<file path="config.mk">
export PLATFORM = sky130hd
export DESIGN_NAME = hpdram_seq
export DESIGN_NICKNAME = d
export VERILOG_FILES = /design/src/rtl/hpd_pkg.sv /design/src/rtl/hpd_phase_timer.sv /design/src/rtl/hpd_row_timer.sv /design/src/rtl/hpd_lane_strobe.sv /design/src/rtl/hpdram_seq.sv
export SDC_FILE = /design/constraint.sdc
export NUM_CORES = 1
export LEC_CHECK = 0
export ABC_AREA = 1
export BUFFER_PORTS_ARGS = -buffer_cell sky130_fd_sc_hd__clkbuf_2
export CAP_MARGIN = 5
export CORE_ASPECT_RATIO = 1.2
export CORE_UTILIZATION = 45
export DETAILED_ROUTE_END_ITERATION = 8
export GPL_TIMING_DRIVEN = 0
export PLACE_DENSITY = 0.86
export SYNTH_ARGS = -nofsm -noshare
export SYNTH_HDL_FRONTEND = slang
export SYNTH_SLANG_ARGS = --single-unit
</file>
<file path="constraint.sdc">
create_clock -name clk -period 4 [get_ports clk]
set_input_delay 0.8 -clock clk [delete_from_list [all_inputs] [get_ports clk]]
set_output_delay 0.8 -clock clk [all_outputs]
set_load 0.05 [all_outputs]
</file>
<file path="src/rtl/hpd_pkg.sv">
package hpd_pkg;

  typedef enum logic [2:0] {
    ST_IDLE,
    ST_ACT,
    ST_COLSET,
    ST_COL,
    ST_OPEN,
    ST_PRE
  } hpd_state_e;

  function automatic int ns_to_cyc(input int ns, input int clk_ns);
    return (ns + clk_ns - 1) / clk_ns;
  endfunction

  function automatic int imax(input int a, input int b);
    return (a > b) ? a : b;
  endfunction

endpackage

</file>
<file path="src/rtl/hpd_phase_timer.sv">
module hpd_phase_timer #(
  parameter int W = 2
) (
  input  logic         clk,
  input  logic         rst_n,
  input  logic         load,
  input  logic [W-1:0] load_val,
  output logic         done
);
  logic [W-1:0] cnt_q;

  always_ff @(posedge clk) begin
    if (!rst_n)              cnt_q <= '0;
    else if (load)           cnt_q <= load_val;
    else if (cnt_q != '0)    cnt_q <= cnt_q - 1'b1;
  end

  assign done = (cnt_q == '0);
endmodule

</file>
<file path="src/rtl/hpd_row_timer.sv">
module hpd_row_timer #(
  parameter int P_RAC    = 5,
  parameter int P_RASMIN = 5,
  parameter int P_RASMAX = 10000,
  parameter int P_GUARD  = 4
) (
  input  logic clk,
  input  logic rst_n,
  input  logic ras_low,
  output logic rac_ok,
  output logic min_ok,
  output logic lim_hit
);
  localparam int AW = $clog2(P_RASMAX + 2);

  // cycles RAS has already been low before the current one
  logic [AW-1:0] age_q;

  always_ff @(posedge clk) begin
    if (!rst_n)                       age_q <= '0;
    else if (!ras_low)                age_q <= '0;
    else if (age_q != {AW{1'b1}})     age_q <= age_q + 1'b1;
  end

  assign rac_ok  = (int'(age_q) + 1 >= P_RAC);
  assign min_ok  = (int'(age_q) + 1 >= P_RASMIN);
  assign lim_hit = (int'(age_q) + 1 + P_GUARD > P_RASMAX);

  // the current low cycle never pushes RAS past its limit
  assert_ras_window_R8: assert property (@(posedge clk) disable iff (!rst_n)
    ras_low |-> (int'(age_q) < P_RASMAX));
endmodule

</file>
<file path="src/rtl/hpd_lane_strobe.sv">
module hpd_lane_strobe #(
  parameter int LANES = 8
) (
  input  logic             strobe,
  input  logic [LANES-1:0] lane_en,
  output logic [LANES-1:0] cas_n
);
  for (genvar g = 0; g < LANES; g++) begin : g_lane
    assign cas_n[g] = ~(strobe & lane_en[g]);
  end
endmodule

</file>
<file path="src/rtl/hpdram_seq.sv">
module hpdram_seq
  import hpd_pkg::*;
#(
  parameter int CLK_NS      = 10,
  parameter int ROW_W       = 12,
  parameter int COL_W       = 10,
  parameter int LANES       = 8,
  parameter int T_RCD_NS    = 14,
  parameter int T_RP_NS     = 30,
  parameter int T_CAS_NS    = 8,
  parameter int T_CAC_NS    = 13,
  parameter int T_AA_NS     = 25,
  parameter int T_RAC_NS    = 50,
  parameter int T_RASMIN_NS = 50,
  parameter int T_RASMAX_NS = 100000
) (
  input  logic                 clk,
  input  logic                 rst_n,
  input  logic                 req_valid,
  output logic                 req_ready,
  input  logic [ROW_W-1:0]     req_row,
  input  logic [COL_W-1:0]     req_col,
  input  logic                 req_write,
  input  logic [LANES*8-1:0]   req_wdata,
  input  logic [LANES-1:0]     req_be,
  output logic                 rsp_valid,
  output logic [LANES*8-1:0]   rsp_rdata,
  input  logic                 ref_req,
  output logic                 ref_grant,
  output logic [ROW_W-1:0]     dram_addr,
  output logic                 dram_ras_n,
  output logic [LANES-1:0]     dram_cas_n,
  output logic                 dram_we_n,
  output logic                 dram_oe_n,
  output logic [LANES*8-1:0]   dram_dq_out,
  output logic                 dram_dq_oe,
  input  logic [LANES*8-1:0]   dram_dq_in
);
  localparam int DW       = LANES * 8;
  localparam int P_RCD    = ns_to_cyc(T_RCD_NS, CLK_NS);
  localparam int P_RP     = ns_to_cyc(T_RP_NS, CLK_NS);
  localparam int P_CASW   = imax(ns_to_cyc(T_CAS_NS, CLK_NS), 1);
  localparam int P_CAC    = ns_to_cyc(T_CAC_NS, CLK_NS);
  localparam int P_AA     = ns_to_cyc(T_AA_NS, CLK_NS);
  localparam int P_RAC    = ns_to_cyc(T_RAC_NS, CLK_NS);
  localparam int P_RASMIN = ns_to_cyc(T_RASMIN_NS, CLK_NS);
  localparam int P_RASMAX = T_RASMAX_NS / CLK_NS;
  // the column address is driven one cycle before CAS falls
  localparam int P_COLRD  = imax(imax(P_CAC, P_AA - 1), P_CASW);
  localparam int P_COLMAX = imax(P_COLRD, P_CASW);
  localparam int P_GUARD  = P_COLMAX + 2;
  localparam int TW       = $clog2(imax(P_RCD, P_RP) + 1);
  localparam int CW       = $clog2(P_COLMAX + 2);
  localparam logic [CW-1:0] C_CASW  = CW'(P_CASW);
  localparam logic [CW-1:0] C_COLRD = CW'(P_COLRD);
  localparam logic [TW-1:0] C_RCD1  = TW'(P_RCD - 1);
  localparam logic [TW-1:0] C_RP1   = TW'(P_RP - 1);

  hpd_state_e          state_q, state_d;
  logic [ROW_W-1:0]    row_q;
  logic [COL_W-1:0]    col_q;
  logic                wr_q;
  logic [DW-1:0]       wdata_q;
  logic [LANES-1:0]    be_q;
  logic [CW-1:0]       col_cnt;
  logic [DW-1:0]       rdata_q;
  logic                rsp_q;

  logic                accept, col_exit, t_load, t_done, hit;
  logic [TW-1:0]       t_val;
  logic                ras_low_w, col_phase, strobe;
  logic                rac_ok, min_ok, lim_hit, cas_any;

  assign hit = (req_row == row_q);

  // ---------------- next-state decision ----------------
  always_comb begin
    state_d  = state_q;
    t_load   = 1'b0;
    t_val    = '0;
    accept   = 1'b0;
    col_exit = 1'b0;
    case (state_q)
      ST_IDLE: begin
        if (!ref_req && req_valid) begin
          accept  = 1'b1;
          state_d = ST_ACT;
          t_load  = 1'b1;
          t_val   = C_RCD1;
        end
      end
      ST_ACT:    if (t_done) state_d = ST_COLSET;
      ST_COLSET: state_d = ST_COL;
      ST_COL: begin
        if (wr_q ? (col_cnt >= C_CASW) : ((col_cnt >= C_COLRD) && rac_ok)) begin
          col_exit = 1'b1;
          state_d  = ST_OPEN;
        end
      end
      ST_OPEN: begin
        if (ref_req || lim_hit || (req_valid && !hit)) begin
          if (min_ok) begin
            state_d = ST_PRE;
            t_load  = 1'b1;
            t_val   = C_RP1;
          end
        end else if (req_valid) begin
          accept  = 1'b1;
          state_d = ST_COLSET;
        end
      end
      ST_PRE:    if (t_done) state_d = ST_IDLE;
      default:   state_d = ST_IDLE;
    endcase
  end

  assign req_ready = !ref_req &&
                     ((state_q == ST_IDLE) || ((state_q == ST_OPEN) && hit && !lim_hit));
  assign ref_grant = ref_req && (state_q == ST_IDLE);

  // ---------------- registers ----------------
  always_ff @(posedge clk) begin
    if (!rst_n) begin
      state_q <= ST_IDLE;
      row_q   <= '0;
      col_q   <= '0;
      wr_q    <= 1'b0;
      wdata_q <= '0;
      be_q    <= '0;
      col_cnt <= '0;
      rdata_q <= '0;
      rsp_q   <= 1'b0;
    end else begin
      state_q <= state_d;
      col_cnt <= (state_q == ST_COL) ? col_cnt + 1'b1 : CW'(1);
      rsp_q   <= col_exit && !wr_q;
      if (col_exit && !wr_q) rdata_q <= dram_dq_in;
      if (accept) begin
        row_q   <= req_row;
        col_q   <= req_col;
        wr_q    <= req_write;
        wdata_q <= req_wdata;
        be_q    <= req_be;
      end
    end
  end

  hpd_phase_timer #(.W(TW)) u_phase (
    .clk      (clk),
    .rst_n    (rst_n),
    .load     (t_load),
    .load_val (t_val),
    .done     (t_done)
  );

  hpd_row_timer #(
    .P_RAC    (P_RAC),
    .P_RASMIN (P_RASMIN),
    .P_RASMAX (P_RASMAX),
    .P_GUARD  (P_GUARD)
  ) u_row (
    .clk     (clk),
    .rst_n   (rst_n),
    .ras_low (ras_low_w),
    .rac_ok  (rac_ok),
    .min_ok  (min_ok),
    .lim_hit (lim_hit)
  );

  // ---------------- pin decode ----------------
  assign ras_low_w = (state_q == ST_ACT) || (state_q == ST_COLSET) ||
                     (state_q == ST_COL) || (state_q == ST_OPEN);
  assign col_phase = (state_q == ST_COLSET) || (state_q == ST_COL);
  assign strobe    = (state_q == ST_COL);

  assign dram_ras_n  = ~ras_low_w;
  assign dram_addr   = col_phase ? ROW_W'(col_q) : row_q;
  assign dram_we_n   = ~(col_phase & wr_q);
  assign dram_oe_n   = ~(strobe & ~wr_q);
  assign dram_dq_oe  = col_phase & wr_q;
  assign dram_dq_out = wdata_q;
  assign rsp_valid   = rsp_q;
  assign rsp_rdata   = rdata_q;

  hpd_lane_strobe #(.LANES(LANES)) u_lanes (
    .strobe  (strobe),
    .lane_en (be_q),
    .cas_n   (dram_cas_n)
  );

  assign cas_any = (dram_cas_n != {LANES{1'b1}});

  // ---------------- assertions ----------------
  assert_cas_under_ras_R2: assert property (@(posedge clk) disable iff (!rst_n)
    cas_any |-> !dram_ras_n);

  assert_row_hold_R2: assert property (@(posedge clk) disable iff (!rst_n)
    $fell(dram_ras_n) |=> (!dram_ras_n && $stable(dram_addr)));

  assert_we_oe_excl_R5: assert property (@(posedge clk) disable iff (!rst_n)
    !(!dram_we_n && !dram_oe_n));

  assert_write_setup_R5: assert property (@(posedge clk) disable iff (!rst_n)
    ($rose(cas_any) && !dram_we_n) |-> $past(!dram_we_n));

  assert_rsp_pulse_R6: assert property (@(posedge clk) disable iff (!rst_n)
    rsp_valid |=> !rsp_valid);

  assert_grant_closed_R9: assert property (@(posedge clk) disable iff (!rst_n)
    ref_grant |-> dram_ras_n);

  assert_refresh_blocks_R9: assert property (@(posedge clk) disable iff (!rst_n)
    ref_req |-> !req_ready);
endmodule

</file>
### Word-level counts from Yosys, hierarchy flattened

Index checks and enable logic that the tools add are counted.

| storage, ports and cells | value |
|---|---|
| bits in registers | 181 |
| bits of input ports | 163 |
| word-level logic and storage cells | 108 |

| cells by class | value |
|---|---|
| add/subtract/negate cells | 5 |
| magnitude comparators | 4 |
| equality and inequality tests | 13 |
| multiplexer cells | 26 |
| bitwise logic cells | 22 |
| reduce and logical (&&, ||, !) cells | 26 |

Operator list:

| kind | count |
|---|---|
| adder 32 x 4 -> 32 bit, second input constant | 1 |
| >= comparator 32 x 4 -> 1 bit, second input constant | 1 |
| greater-than comparator 32 x 15 -> 1 bit, second input constant | 1 |
| two-way mux 3 bit | 7 |
| one-hot mux 3 bit (6 select lines) | 1 |
| adder 14 x 1 -> 15 bit, second input constant | 1 |
| adder 14 x 1 -> 14 bit, second input constant | 1 |
| != test 14 bit, second input constant | 1 |
| == test 12 bit | 1 |
| two-way mux 12 bit | 1 |
| NOT 1 bit | 12 |
| bitwise AND 1 bit | 10 |
| two-way mux 1 bit | 10 |
| logical AND 1 bit | 8 |
| two-way mux 2 bit | 4 |
| logical OR 1 bit | 7 |
| == test 3 x 2 -> 1 bit, second input constant | 2 |
| == test 3 bit, second input constant | 2 |
| != test 2 bit, second input constant | 3 |
| != test 3 bit, second input constant | 2 |
| AND reduction 6 bit | 1 |
| zero test 1 bit | 4 |
| one-hot mux 1 bit (2 select lines) | 2 |
| one-hot mux 2 bit (2 select lines) | 1 |
| 10 further kinds | 12 |

### Logic depth before layout (Yosys ltp)

Gate-level depths: netlist (run 1).

| depth | value |
|---|---|
| depth in word-level cells | 8 |
| gate-level depth with buffers | 21 |
| mapped depth without buffers | 20 |

### Modules after synthesis

Synthesis (run 1) repeated with hierarchy kept, for this count alone.

| unflattened totals | value |
|---|---|
| cell total of the unflattened synthesis | 1,084 |
| area, all modules | 7,742.4 um^2 |

By module, submodules not included:

| module | times used | cells an instance | area each (um^2) | seq. area each (um^2) |
|---|---|---|---|---|
| hpdram_seq | 1 | 874 | 6,472.5 | 3,303.2 |
| hpd_row_timer | 1 | 185 | 1,124.8 | 280.3 |
| hpd_phase_timer | 1 | 16 | 110.1 | 40.0 |
| hpd_lane_strobe | 1 | 9 | 35.0 | 0.0 |

### Least setup slack after synthesis (run 1)

No wires, ideal clock.

| timing | value |
|---|---|
| path type | register to output |
| start point | register u_row.age_q[1] |
| end point | output port req_ready |
| arrival time | 2.723 ns |
| data required time | 3.200 ns |
| setup slack | 0.477 ns |
| stages on the path, launching flop included | 13 |
| buffers on the path | 0 |
| cell sequence | dfxtp_1 -> ha_1 -> nand2_2 -> nor2_4 -> nand2_1 -> inv_2 -> nand3_1 -> nand2_1 -> and3_1 -> nand2_1 -> nand2_2 -> nand2_1 -> o31ai_1 |

| between the ends | value |
|---|---|
| longest elaborated chain between the ends | 7 |

RTL lines:

| what | RTL line | text |
|---|---|---|
| from (decl) | hpd_row_timer.sv:17 | `logic [AW-1:0] age_q;` |
| from (signal assigned) | hpd_row_timer.sv:22 | `else if (age_q != {AW{1'b1}}) age_q <= age_q + 1'b1;` |
| adder 14 x 1 -> 15 bit | hpd_row_timer.sv:27 | `assign lim_hit = (int'(age_q) + 1 + P_GUARD > P_RASMAX);` |
| adder 32 x 4 -> 32 bit | hpd_row_timer.sv:27 |  |
| greater-than comparator 32 x 15 -> 1 bit | hpd_row_timer.sv:27 |  |
| zero test 1 bit | hpdram_seq.sv:118 | `((state_q == ST_IDLE) \|\| ((state_q == ST_OPEN) && hit && !lim_hit));` |
| logical AND 1 bit | hpdram_seq.sv:118 |  |
| logical OR 1 bit | hpdram_seq.sv:118 |  |
| logical AND 1 bit | hpdram_seq.sv:117 | `assign req_ready = !ref_req &&` |
| to (decl) | hpdram_seq.sv:20 | `output logic req_ready,` |

Every way passes these cells.

### Final worst setup path (run 1)

| timing | value |
|---|---|
| start point | register u_row.age_q[0] |
| end point | output port req_ready |

The elaborated chain is that of the path after synthesis.

==> results, run 1 <==
- The layout filler cell count is 1442.
- The number of instances in the synthesized netlist is 1006.
- The critical path class is flip-flop to output port.
- The tree is rooted in a clkbuf_16.
- In the final design database the tool counted 1510 nets.
- The largest net degree at the start of global routing is 19.
- Wires add up to 23530 microns.
- Of the available clock period, the critical path in the final layout requires 89.38%.
- The final hold violation count is 0.
- The commonest register cell after synthesis is dfxtp_1.
- The die covers 17390 sq um.
- The actual transition at the worst max-transition pin is 0.6446 ns.
- After clock tree synthesis, the clock-pin slew on the worst setup and hold paths is 0.07 ns.
- The width of the die is 120.6 microns.
- The max-slew violation count was 0.
- The total power per unit cell area is 501.9 nW/um^2.
- The H-tree generated during clock tree synthesis spans 4 levels.
- The maximum fanout count along the critical path is 7.
- The number of hold buffers added after CTS is 0.
- The kind of launch point of the worst setup path is a flip-flop.
- The worst setup path is captured at an output port.
- After detailed routing, the average wire length per cell comes to 15.02 microns.
- The number of different library cells used by synthesis comes to 32.
- The clock insertion delay at the later pin of the skew report is 0.43 ns.
- For this run, asynchronously set or reset flops after synthesis account for 0%.
- Across every metal layer, demand over resource in global routing totals 26.26%.
- Headroom to the max-slew limit came out at 57.02%.
- The buffer depth of the longest clock path is 2.
- The die extent in y is 144.3 microns.
- Max-cap violations in this run came to 0.
- For the worst flop-to-flop path, the logic depth is 14.
- The placed cell count is 1534.
- The mean area per synthesized cell is 7.546 sq um.
- The number of sinks on the clock net is 181.
- Clock tree synthesis inserted a total of 17 buffers.
- Yosys attributes the largest share of cell area to dfxtp_1 (48%), a21oi_1 (12%), nand2_1 (9.1%).
- The number of enable-type register cells in the synthesized netlist is 0.
- Once detailed placement completed, the half-perimeter wirelength came to 17870 microns.
- After synthesis the netlist holds a flip-flop and latch count of 181.
- Summed over all cells, the static leakage comes to 4.502 nW.
- The ratio of cells with drive above 1 in the final layout is 30.21%.
- The number of nets in the synthesized netlist is 1175.
- The highest achievable clock rate is 0.2797 GHz.
- Once the floorplan was initialized, standard cells occupied 46.47% of the core.
- The initial antenna violation count is 0.
- Counting instances, the worst hold path has a depth of 2.
- The iteration count of the initial detailed-routing pass is 5.
- The flow ran to the end, and the final reports show no timing, DRC or antenna violations.
- The via count of the first global-routing pass is 7567.
- In this run, the number of DRC markers left after iteration 0 of detailed routing was 496.
- After routing, the total negative slack on setup checks comes to 0 ns.
- The number of setup violations in the final report is 0.
- In this run the remaining antenna-violating nets after routing total 0.
- The area growth from synthesis to layout is 31.94%.
- The count of instances resized after the clock tree is built is 0.
- For the final database, setup skew stands at 0.01125 ns.
- The min-delay analysis places its worst path in the category flip-flop to flip-flop.
- The via count of the routed design is 8039.
- The core region is 16340 sq um.
- The antenna diode count is 0.
- The synthesized netlist occupies a cell area of 7591 sq um.
- The number of top-level pins is 318.
- The arrival time of the worst setup path is 2.78 ns.
- The post-route non-filler standard cell count is 1566.
- TritonCTS built the clock tree.
- The first global-routing pass estimated 36050 microns of wire.
- The worst-case IR drop observed on VDD is 0.0003474 V.
- In the synthesized netlist, the cells that appear most often are nand2_1 (184), dfxtp_1 (181), a21oi_1 (179), nand3_1 (113), inv_1 (104).
- For the worst setup path, the data required time is 3.20 ns.
- After detailed routing, the number of remaining DRC violations is 0.
- The area fraction of the dominant cell type after synthesis is 47.73%.
- In this run the tool buffered the top-level ports with 316 buffer cells.
- The standard-cell row count is 51.
- The buffer count from post-CTS setup fixing is 0.
- The routability congestion estimate is 0.9001.
- The largest area contributor in the synthesized netlist is dfxtp_1.
- The most common cell in the netlist is nand2_1.
- Using the TritonRoute via totals, the vias-per-cell ratio works out to 5.133.
- Setup repair after global routing left no endpoint under its margin.
- For the finished layout, the period the worst path requires is 3.575 ns.
- For this run, the number of Yosys warnings is 0.
- The share of the Yosys chip area taken by registers is 47.73%.
- The total overflow left after global routing is 0.
per-stage QoR:
step	hold slack, ns	util (%)	worst slack [ns]	instance area, sq um	power (mW)
final	0.4455	61.31	0.4246	10020	5.027
after floorplan	0.4391	-	0.4766	7591	3.046
after detailed placement	0.4343	57.77	0.9255	9438	3.429
after global routing	0.4613	61.31	0.1911	10020	5.248
after global placement	0.4313	57.77	0.9626	9438	3.398
after CTS	0.4461	61.31	0.4068	10020	5.051
cell usage in the layout, fill, tap and decap left out, drive strengths merged:
cell type / instances
ha: 6
o21ai: 83
nand2: 200
nand4: 6
clkinv: 5
nor3: 5
o21bai: 1
a21oi: 180
clkbuf: 371
o31ai: 1
and3: 2
nor4: 3
buf: 31
nor2: 31
a31oi: 1
dfxtp: 181
inv: 115
nand3: 113
xnor2: 1
nand3b: 1
clkinvlp: 3
xor2: 14
power breakdown:
part	total (mW)	leakage, nW	switching [mW]	internal, mW
combinational	1.38	2.76	0.966	0.410
sequential	2.03	1.47	0.0924	1.93
clock	1.63	0.273	0.784	0.842
path summary, 6_finish.rpt:
| path | slack, ns | to | startpoint |
|---|---|---|---|
| min reg2reg | 0.45 | rsp_rdata[21]$_SDFFE_PN0P_ | rsp_rdata[21]$_SDFFE_PN0P_ |
| max | 0.42 | req_ready | u_row.age_q[0]$_SDFFE_PN0P_ |
| min | 0.45 | rsp_rdata[21]$_SDFFE_PN0P_ | rsp_rdata[21]$_SDFFE_PN0P_ |
| max reg2reg | 1.16 | rsp_rdata[36]$_SDFFE_PN0P_ | u_row.age_q[0]$_SDFFE_PN0P_ |
per-layer routing:
layer,global-route usage (%),wire length [microns],up-vias
li1,-,-,3972
met1,31.35,9473,3696
met2,43.74,11660,302
met3,6.861,1500,69
met4,12.93,894,0
met5,0,0,-
sequential cells by signal, summed over array words and instances, names as in the netlist:
name           count
col_q             10
be_q               8
row_q             12
rsp_valid          1
wr_q               1
col_cnt            2
state_q            3
rsp_rdata         64
u_row.age_q       14
u_phase.cnt_q      2
dram_dq_out       64
area by class of cell:
type                            count  area [sq um]  share of cell area (%)
Multi-Input combinational cell    648          3183                   31.78
Buffer                             68         375.4                   3.748
Clock buffer                       18         439.2                   4.385
Sequential cell                   181          3623                   36.18
Timing Repair Buffer              316          1582                   15.79
Clock inverter                     14         138.9                   1.387
Inverter                          109         409.1                   4.085
Tap cell                          212         265.3                   2.648
cells by family after synthesis:
logic type | after synthesis | share of synthesized area, %
adders and majority gates | 6 | 0.9889
xor gates and xnor gates | 15 | 1.731
DFF | 181 | 47.73
buffers and inverters | 177 | 10.33
and+or+nand+nor | 361 | 21.49
AOI/OAI and AO/OA | 266 | 17.72
worst max-delay path: stages, from the launching register on:
cell      delay, ns
dfxtp_1        0.48
ha_1           0.28
nand2_2        0.11
o21bai_1       0.18
nand2_1        0.16
nor2_1         0.16
nand2_1        0.07
nand2_1        0.06
a21oi_1        0.06
nand2_1        0.07
nand2_1        0.06
nand2_2        0.09
nand2_1        0.06
o31ai_1        0.19
clkbuf_2       0.32
No activity file was read; power rests on OpenSTA's default activity.
==> run 2: changes to the inputs <==
--- a/config.mk
+++ b/config.mk
@@ -9,10 +9,12 @@
 export BUFFER_PORTS_ARGS = -buffer_cell sky130_fd_sc_hd__clkbuf_2
 export CAP_MARGIN = 5
 export CORE_ASPECT_RATIO = 1.2
-export CORE_UTILIZATION = 45
+export CORE_UTILIZATION = 25
 export DETAILED_ROUTE_END_ITERATION = 8
 export GPL_TIMING_DRIVEN = 0
-export PLACE_DENSITY = 0.86
+export HOLD_SLACK_MARGIN = 0.1
+export PLACE_DENSITY = 0.57
+export RECOVER_POWER = 100
 export SYNTH_ARGS = -nofsm -noshare
 export SYNTH_HDL_FRONTEND = slang
 export SYNTH_SLANG_ARGS = --single-unit
==> results, run 2 (synthesized netlist as in run 1, its figures left out) <==
- The area growth from synthesis to layout came to 31.23% (was 31.94%).
- The net total in the final layout came to 1510 (unchanged).
- The die area was 31070 sq um (was 17390 sq um).
- The residual antenna-violating net count after detailed routing is 0 (unchanged).
- The total congestion overflow came to 0 (unchanged).
- The die extent in y was 192.9 microns (was 144.3 microns).
- The clock-pin slew of the registers on the worst-case setup and hold paths is 0.07 ns (about the same).
- The post-layout minimum cycle time is 3.612 ns (was 3.575 ns).
- The largest net degree at the start of global routing is 17 (was 19).
- The CTS root buffer was clkbuf_16 (unchanged).
- The number of top-level pins is 318 (unchanged).
- The number of CTS-inserted buffers was 17 (unchanged).
- The portion of total power attributed to the clock network is 32.8% (was 32.3%).
- The final hold violation count came to 0 (unchanged).
- The net switching power is 1.790 mW (was 1.842 mW).
- The worst supply voltage drop on vdd is 0.0002698 V (was 0.0003474 V).
- The initial antenna violation count is 2 (was 0).
- The post-detailed-route wirelength per cell is 13.95 microns (was 15.02 microns).
- The post-route clock period utilization is 90.29% (was 89.38%).
- The total internal power is 3.188 mW (was 3.185 mW).
- The most common cell after layout, fill and taps aside is clkbuf_1 (was clkbuf_2).
- The iteration count of the initial detailed-routing pass is 4 (was 5).
- The wire length of the first global-routing pass came to 36980 microns (was 36050 microns).
- The arrival time of the worst setup path came to 2.81 ns (was 2.78 ns).
- The total power per unit cell area was 499.6 nW/um^2 (was 501.9 nW/um^2).
- The global routing usage summed across all routing layers was 15.05% (was 26.26%).
- The kind of launch point of the worst setup path is a flip-flop (unchanged).
- The highest achievable clock rate was 0.2769 GHz (was 0.2797 GHz).
- The number of violations of the max-capacitance limit is 0 (unchanged).
- The standard cell core area is 29700 sq um (was 16340 sq um).
- The number of hold buffers added after CTS is 0 (unchanged).
- The actual transition at the worst max-transition pin came to 0.7223 ns (was 0.6446 ns).
- The number of setup violations in the final report is 0 (unchanged).
- The initial DRC count is 347 (was 496).
- The count of unresolved DRC violations after routing is 0 (unchanged).
- The clock insertion delay at the later pin of the skew report is 0.43 ns (about the same).
- The count of H-tree levels built during CTS is 4 (unchanged).
- The buffer depth of the longest clock path is 2 (unchanged).
- The via count of the first global-routing pass is 7181 (was 7567).
- Top library cells by usage in the layout, fill and taps aside: clkbuf_1 (205), nand2_1 (194), dfxtp_1 (181), a21oi_1 (180), clkbuf_2 (161) (was clkbuf_2 (316), nand2_1 (184), dfxtp_1 (181), a21oi_1 (179), nand3_1 (113)).
- The element type at the critical path end is an output port (unchanged).
- The total leakage power is 3.933 nW (was 4.502 nW).
- The count of instances resized after the clock tree is built is 0 (unchanged).
- Unrepaired setup endpoints after global routing: no (unchanged).
- The switching part of the total came to 35.95% (was 36.64%).
- The ratio of cells with drive above 1 in the final layout was 16.63% (was 30.21%).
- The buffer count from post-CTS setup fixing is 0 (unchanged).
- The total negative setup slack is 0 ns (unchanged).
- The relative slew slack came to 51.85% (was 57.02%).
- The final non-filler cell area is 9962 sq um (was 10020 sq um).
- The width of the die is 161.1 microns (was 120.6 microns).
- The CTS tree is done (unchanged).
- The maximum fanout count along the critical path was 8 (was 7).
- The post-detailed-placement half-perimeter wirelength is 18570 microns (was 17870 microns).
- The fraction of power consumed by combinational cells is 26.6% (was 27.4%).
- The count of buffers from port buffering is 316 (unchanged).
- Outcome: finished, final reports clean (unchanged).
- The data required time of the worst path is 3.20 ns (about the same).
- The standard-cell row count is 69 (was 51).
- The total wire length after detailed routing is 24340 microns (was 23530 microns).
- The critical path class is flip-flop to output port (unchanged).
- The cell area after placement is 9661 sq um (was 9438 sq um).
- The average via count per standard cell came to 4.398 (was 5.133).
- The number of sinks on the clock net came to 181 (unchanged).
- The initial standard-cell utilization of the core was 25.56% (was 46.47%).
- The routability congestion estimate is 0.8326 (was 0.9001).
- The worst clock skew on the final layout was 0.01349 ns (was 0.01125 ns).
- The via count of the routed design is 7675 (was 8039).
- The kind of path behind the tightest hold check is flip-flop to flip-flop (unchanged).
- The sequential power share came to 40.6% (was 40.3%).
- The max-slew violation count came to 0 (unchanged).
-- run 2: cell count changes in the layout (fill, tap and decap cells not counted), moves of 4 or more --
cell      previous run  this run
nand2_2             14         5
clkbuf_8             1         5
buf_2               18         6
clkbuf_2           316       161
clkbuf_1            37       205
nand2_1            184       194
-- run 2: layer usage --
metal,vias to the layer above,share of wire (%),track usage (%)
li1,3955,-,-
met1,3510,43,17.37
met2,186,51,26.61
met3,24,4.4,3.396
met4,0,1.9,6.386
met5,-,0,0
-- run 2: power by group through the flow --
stage	Sequential, mW	Clock, mW	Combinational, mW
floorplan	2.30	0	0.749
global placement	2.06	0	1.37
detailed placement	2.06	0	1.38
CTS	2.02	1.69	1.38
global route	2.04	1.76	1.45
finish	2.02	1.63	1.32
-- run 2: path summary, 6_finish.rpt --
| kind | start | slack [ns] | to | cells past startpoint |
|---|---|---|---|---|
| max | u_row.age_q[1]$_SDFFE_PN0P_ | 0.39 | req_ready | 16 |
| min | rsp_rdata[45]$_SDFFE_PN0P_ | 0.45 | rsp_rdata[45]$_SDFFE_PN0P_ | 2 |
| max reg2reg | u_row.age_q[1]$_SDFFE_PN0P_ | 0.48 | row_q[7]$_SDFFE_PN0P_ | 16 |
| min reg2reg | rsp_rdata[45]$_SDFFE_PN0P_ | 0.45 | rsp_rdata[45]$_SDFFE_PN0P_ | 2 |
-- run 2: area by class of cell --
class	instances	area, sq um
Antenna cell	2	5.005
Buffer	68	349.1
Clock buffer	22	494.2
Clock inverter	9	68.82
Fill cell	3312	19740
Inverter	109	409.1
Multi-Input combinational cell	648	3137
Sequential cell	181	3623
Tap cell	390	488.0
Timing Repair Buffer	316	1388
-- run 2: critical path: stages (launching register included) --
cell      delay (ns)
dfxtp_1         0.48
ha_1            0.27
nand2_1         0.14
inv_1           0.13
nand3_1         0.08
nand2_1         0.16
nand2_1         0.07
nor2_1          0.09
nand2_1         0.05
nand2_1         0.05
nand2_1         0.05
nand2_1         0.07
nand2_1         0.06
nand2_2         0.08
nand2_1         0.06
o31ai_1         0.19
clkbuf_2        0.34
-- run 2: stage by stage --
step / util (%) / std cells / power (mW) / hold slack [ns] / setup slack [ns]
after floorplan: - / 1006 / 3.046 / 0.4391 / 0.4766
after global placement: 32.53 / 1712 / 3.431 / 0.4311 / 0.8787
after detailed placement: 32.53 / 1712 / 3.443 / 0.4362 / 0.8901
after CTS: 34.42 / 1743 / 5.094 / 0.4471 / 0.3938
after global routing: 33.54 / 1745 / 5.247 / 0.4573 / 0.09024
final: 33.54 / 1745 / 4.977 / 0.4456 / 0.3884
==> run 3: changes to the inputs <==
--- a/config.mk
+++ b/config.mk
@@ -5,15 +5,15 @@
 export SDC_FILE = /design/constraint.sdc
 export NUM_CORES = 1
 export LEC_CHECK = 0
-export ABC_AREA = 1
+export ABC_AREA = 0
 export BUFFER_PORTS_ARGS = -buffer_cell sky130_fd_sc_hd__clkbuf_2
 export CAP_MARGIN = 5
 export CORE_ASPECT_RATIO = 1.2
-export CORE_UTILIZATION = 25
+export CORE_UTILIZATION = 45
 export DETAILED_ROUTE_END_ITERATION = 8
 export GPL_TIMING_DRIVEN = 0
 export HOLD_SLACK_MARGIN = 0.1
-export PLACE_DENSITY = 0.57
+export PLACE_DENSITY = 0.85
 export RECOVER_POWER = 100
 export SYNTH_ARGS = -nofsm -noshare
 export SYNTH_HDL_FRONTEND = slang
==> constraint.sdc (replaced) <==
create_clock -name clk -period 4.1 [get_ports clk]
set_input_delay 0.82 -clock clk [delete_from_list [all_inputs] [get_ports clk]]
set_output_delay 0.82 -clock clk [all_outputs]
set_load 0.05 [all_outputs]
==> results, run 3 <==
- The die area is 18270 sq um (was 31070 sq um).
- The iteration count of the initial detailed-routing pass came to 4 (unchanged).
- The share of the yosys chip area belonging to registers is 45.41% (was 47.73%).
- The via count of the first global-routing pass is 6514 (was 7181).
- The post-route clock period utilization is 93.73%.
- The initial antenna violation count was 0 (was 2).
- The net total in the final layout was 1285 (was 1510).
- The worst clock skew on the final layout is 0.02515 ns (was 0.01349 ns).
- The area fraction of the dominant cell type after synthesis came to 45.41% (was 47.73%).
- The count of H-tree levels built during CTS is 4 (unchanged).
- The max-slew violation count was 0 (unchanged).
- The actual transition at the worst max-transition pin is 0.9286 ns (was 0.7223 ns).
- The clock period could shrink to 3.843 ns.
- The mean area per synthesized cell is 10.22 sq um (was 7.546 sq um).
- The startpoint of the tightest hold check path is col_cnt[0]$_SDFF_PN0_ (was rsp_rdata[45]$_SDFFE_PN0P_).
- The die extent in y is 147.9 microns (was 192.9 microns).
- The number of synthesis warnings is 0 (unchanged).
- The wire length of the first global-routing pass was 31780 microns (was 36980 microns).
- The critical register-to-register path startpoint is u_row.age_q[1]$_SDFFE_PN0P_ (unchanged).
- The worst reg-to-reg setup slack is 0.48 ns (about the same).
- The count of instances resized after the clock tree is built came to 0 (unchanged).
- The largest area contributor in the synthesized netlist is dfxtp_1 (unchanged).
- The CTS root buffer was clkbuf_16 (unchanged).
- The initial standard-cell utilization of the core was 45.76% (was 25.56%).
- The area growth from synthesis to layout is 28.03% (was 31.23%).
- The post-synthesis cell area came to 7980 sq um (was 7591 sq um).
- The total congestion overflow is 0 (unchanged).
- The count of unresolved DRC violations after routing came to 0 (unchanged).
- The number of enable-type register cells in the synthesized netlist is 0 (unchanged).
- The post-synth net total came to 950 (was 1175).
- The average via count per standard cell is 4.955 (was 4.398).
- The number of cells traversed by the worst register-to-register path is 12 (was 16).
- The worst hold path stage count was 1 (was 2).
- The residual antenna-violating net count after detailed routing is 0 (unchanged).
- The number of sinks on the clock net is 181 (unchanged).
- The total wire length after detailed routing is 20630 microns (was 24340 microns).
- The post-detailed-placement half-perimeter wirelength is 15750 microns (was 18570 microns).
- The share of flip-flops with an asynchronous set or reset after synthesis is 0% (unchanged).
- The routability congestion estimate is 0.9100 (was 0.8326).
- The final hold violation count is 0 (unchanged).
- The largest net degree at the start of global routing was 19 (was 17).
- The number of setup violations in the final report is 0 (unchanged).
- The worst supply voltage drop on vdd came to 0.0003759 V (was 0.0002698 V).
- The total power per unit cell area is 495.5 nW/um^2 (was 499.6 nW/um^2).
- The ratio of cells with drive above 1 in the final layout was 19.84% (was 16.63%).
- The clock insertion delay at the later pin of the skew report is 0.44 ns (was 0.43 ns).
- The flip-flop and latch count after synthesis is 181 (unchanged).
- The antenna diode count is 0 (was 2).
- The post-detailed-route wirelength per cell is 15.30 microns (was 13.95 microns).
- Top library cells by usage in the layout, fill and taps aside: clkbuf_1 (187), dfxtp_1 (181), clkbuf_2 (165), nor2b_1 (164), mux2i_1 (160) (was clkbuf_1 (205), nand2_1 (194), dfxtp_1 (181), a21oi_1 (180), clkbuf_2 (161)).
- Most area-consuming cells after synthesis: dfxtp_1 (45%), mux2i_1 (20%), nor2b_1 (13%) (was dfxtp_1 (48%), a21oi_1 (12%), nand2_1 (9.1%)).
- The standard cell core area is 17440 sq um (was 29700 sq um).
- The kind of launch point of the worst setup path was a flip-flop (unchanged).
- The distinct cell type count after synthesis was 60 (was 32).
- The number of CTS-inserted buffers was 17 (unchanged).
- The total negative setup slack is 0 ns (unchanged).
- Outcome: finished, final reports clean (unchanged).
- The number of hold buffers added after CTS is 0 (unchanged).
- The standard-cell row count is 53 (was 69).
- The global routing usage summed across all routing layers came to 22.53% (was 15.05%).
- The most common cell in the netlist was dfxtp_1 (was nand2_1).
- The clock-pin slew of the registers on the worst-case setup and hold paths is 0.07 ns (about the same).
- The kind of path behind the tightest hold check is flip-flop to flip-flop (unchanged).
- The most common cell after layout, fill and taps aside is clkbuf_1 (unchanged).
- The endpoint of the worst-slack reg-to-reg timing path is rsp_rdata[18]$_SDFFE_PN0P_ (was row_q[7]$_SDFFE_PN0P_).
- The relative slew slack came to 36.49% (was 51.85%).
- The layout filler cell count is 1604 (was 3312).
- The arrival time of the worst setup path came to 3.02 ns (was 2.81 ns).
- The initial DRC count is 291 (was 347).
- The buffer depth of the longest clock path is 2 (unchanged).
- The critical path class is flip-flop to output port (unchanged).
- Unrepaired setup endpoints after global routing: no (unchanged).
- The worst hold margin is 0.4432 ns (was 0.4456 ns).
- The width of the die is 123.6 microns (was 161.1 microns).
- The buffer count from post-CTS setup fixing is 0 (unchanged).
- The element type at the critical path end is an output port (unchanged).
- The number of violations of the max-capacitance limit was 0 (unchanged).
- Based on the critical path, the design can be clocked at up to 0.2602 GHz.
- The number of top-level pins was 318 (unchanged).
- The data required time of the worst path is 3.28 ns (was 3.20 ns).
- The commonest register cell after synthesis is dfxtp_1 (unchanged).
- The worst-case hold path end point is col_cnt[0]$_SDFF_PN0_ (was rsp_rdata[45]$_SDFFE_PN0P_).
- The via count of the routed design came to 6684 (was 7675).
- List of most frequent post-synthesis cells: dfxtp_1 (181), nor2b_1 (164), mux2i_1 (160), nand2_1 (51), clkbuf_1 (27) (was nand2_1 (184), dfxtp_1 (181), a21oi_1 (179), nand3_1 (113), inv_1 (104)).
- The number of instances in the synthesized netlist is 781 (was 1006).
- The count of buffers from port buffering is 316 (unchanged).
- The CTS tree is done (unchanged).
- The total leakage power is 4.455 nW (was 3.933 nW).
- The maximum fanout count along the critical path was 10 (was 8).
-- run 3: cell count changes after synthesis, sizes merged, moves of 7 or more --
cell / delta
nor2b: +164
mux2i: +160
a21oi: -157
nand2: -148
nand3: -105
inv: -93
o21ai: -78
nor2: -16
clkbuf: -9
xnor2: +7
-- run 3: logic make-up (layout without fill, tap and decap cells) --
group | count (synthesis) | in the layout | synth area share [%]
adders and majority gates | 6 | 6 | 0.9407
DFF | 181 | 181 | 45.41
xor gates and xnor gates | 24 | 24 | 2.634
and+or+nand+nor | 275 | 275 | 20.07
muxes | 161 | 161 | 20.21
buffers and inverters | 71 | 419 | 5.033
AOI/OAI and AO/OA | 63 | 63 | 5.707
-- run 3: power breakdown --
group / leakage (nW) / internal, mW / switching (mW)
clock: 0.294 / 0.932 / 0.777
combinational: 2.69 / 0.461 / 0.918
sequential: 1.47 / 1.90 / 0.0792
-- run 3: final cells by class --
cell class	instances	area (sq um)	share of cell area, %
clock buffer	18	429.2	4.200
timing repair buffer	316	1389	13.59
multi-input combinational	529	3939	38.55
inverter	16	60.06	0.5878
buffer	55	316.6	3.098
sequential	181	3623	35.46
clock inverter	14	185.2	1.812
tap	220	275.3	2.694
-- run 3: routing by layer --
layer | wire length (microns) | share of wire (%) | up-vias | track usage (%)
met5 | 0 | 0 | - | 0
li1 | - | - | 3316 | -
met3 | 1380 | 6.7 | 38 | 6.944
met4 | 512 | 2.5 | 0 | 8.795
met2 | 10430 | 51 | 257 | 39.72
met1 | 8311 | 40 | 3073 | 24.83
-- run 3: per-stage QoR --
stage                     setup slack (ns)  power [mW]  instance area (sq um)  instances  utilization, %
after floorplan                     0.4279       3.075                   7980        781               -
after global placement              0.6890       3.401                   9837       1317           56.40
after detailed placement            0.6757       3.435                   9837       1317           56.40
after CTS                           0.3778       5.142                  10450       1349           59.93
after global routing                0.1455       5.298                  10220       1349           58.58
final                               0.2570       5.063                  10220       1349           58.58
-- run 3: worst max path at each step --
| stage | from | to | slack, ns | depth (start not counted) |
|---|---|---|---|---|
| after floorplan | u_row.age_q[0]$_SDFFE_PN0P_ | req_ready | 0.43 | 7 |
| after global placement | req_row[4] | req_ready | 0.69 | 8 |
| after detailed placement | req_row[4] | req_ready | 0.68 | 8 |
| after CTS | u_row.age_q[0]$_SDFFE_PN0P_ | req_ready | 0.38 | 8 |
| after global routing | u_row.age_q[1]$_SDFFE_PN0P_ | req_ready | 0.15 | 8 |
| final | u_row.age_q[1]$_SDFFE_PN0P_ | req_ready | 0.26 | 8 |
-- run 3: critical path, stage by stage, from the launching register on --
cell and delay [ns]:
dfxtp_1 0.37, clkbuf_1 0.40, nand3b_1 0.19, o41a_1 0.46, a221o_1 0.39, nor3_1 0.24
a21oi_1 0.12, nor3_1 0.13, clkbuf_2 0.31
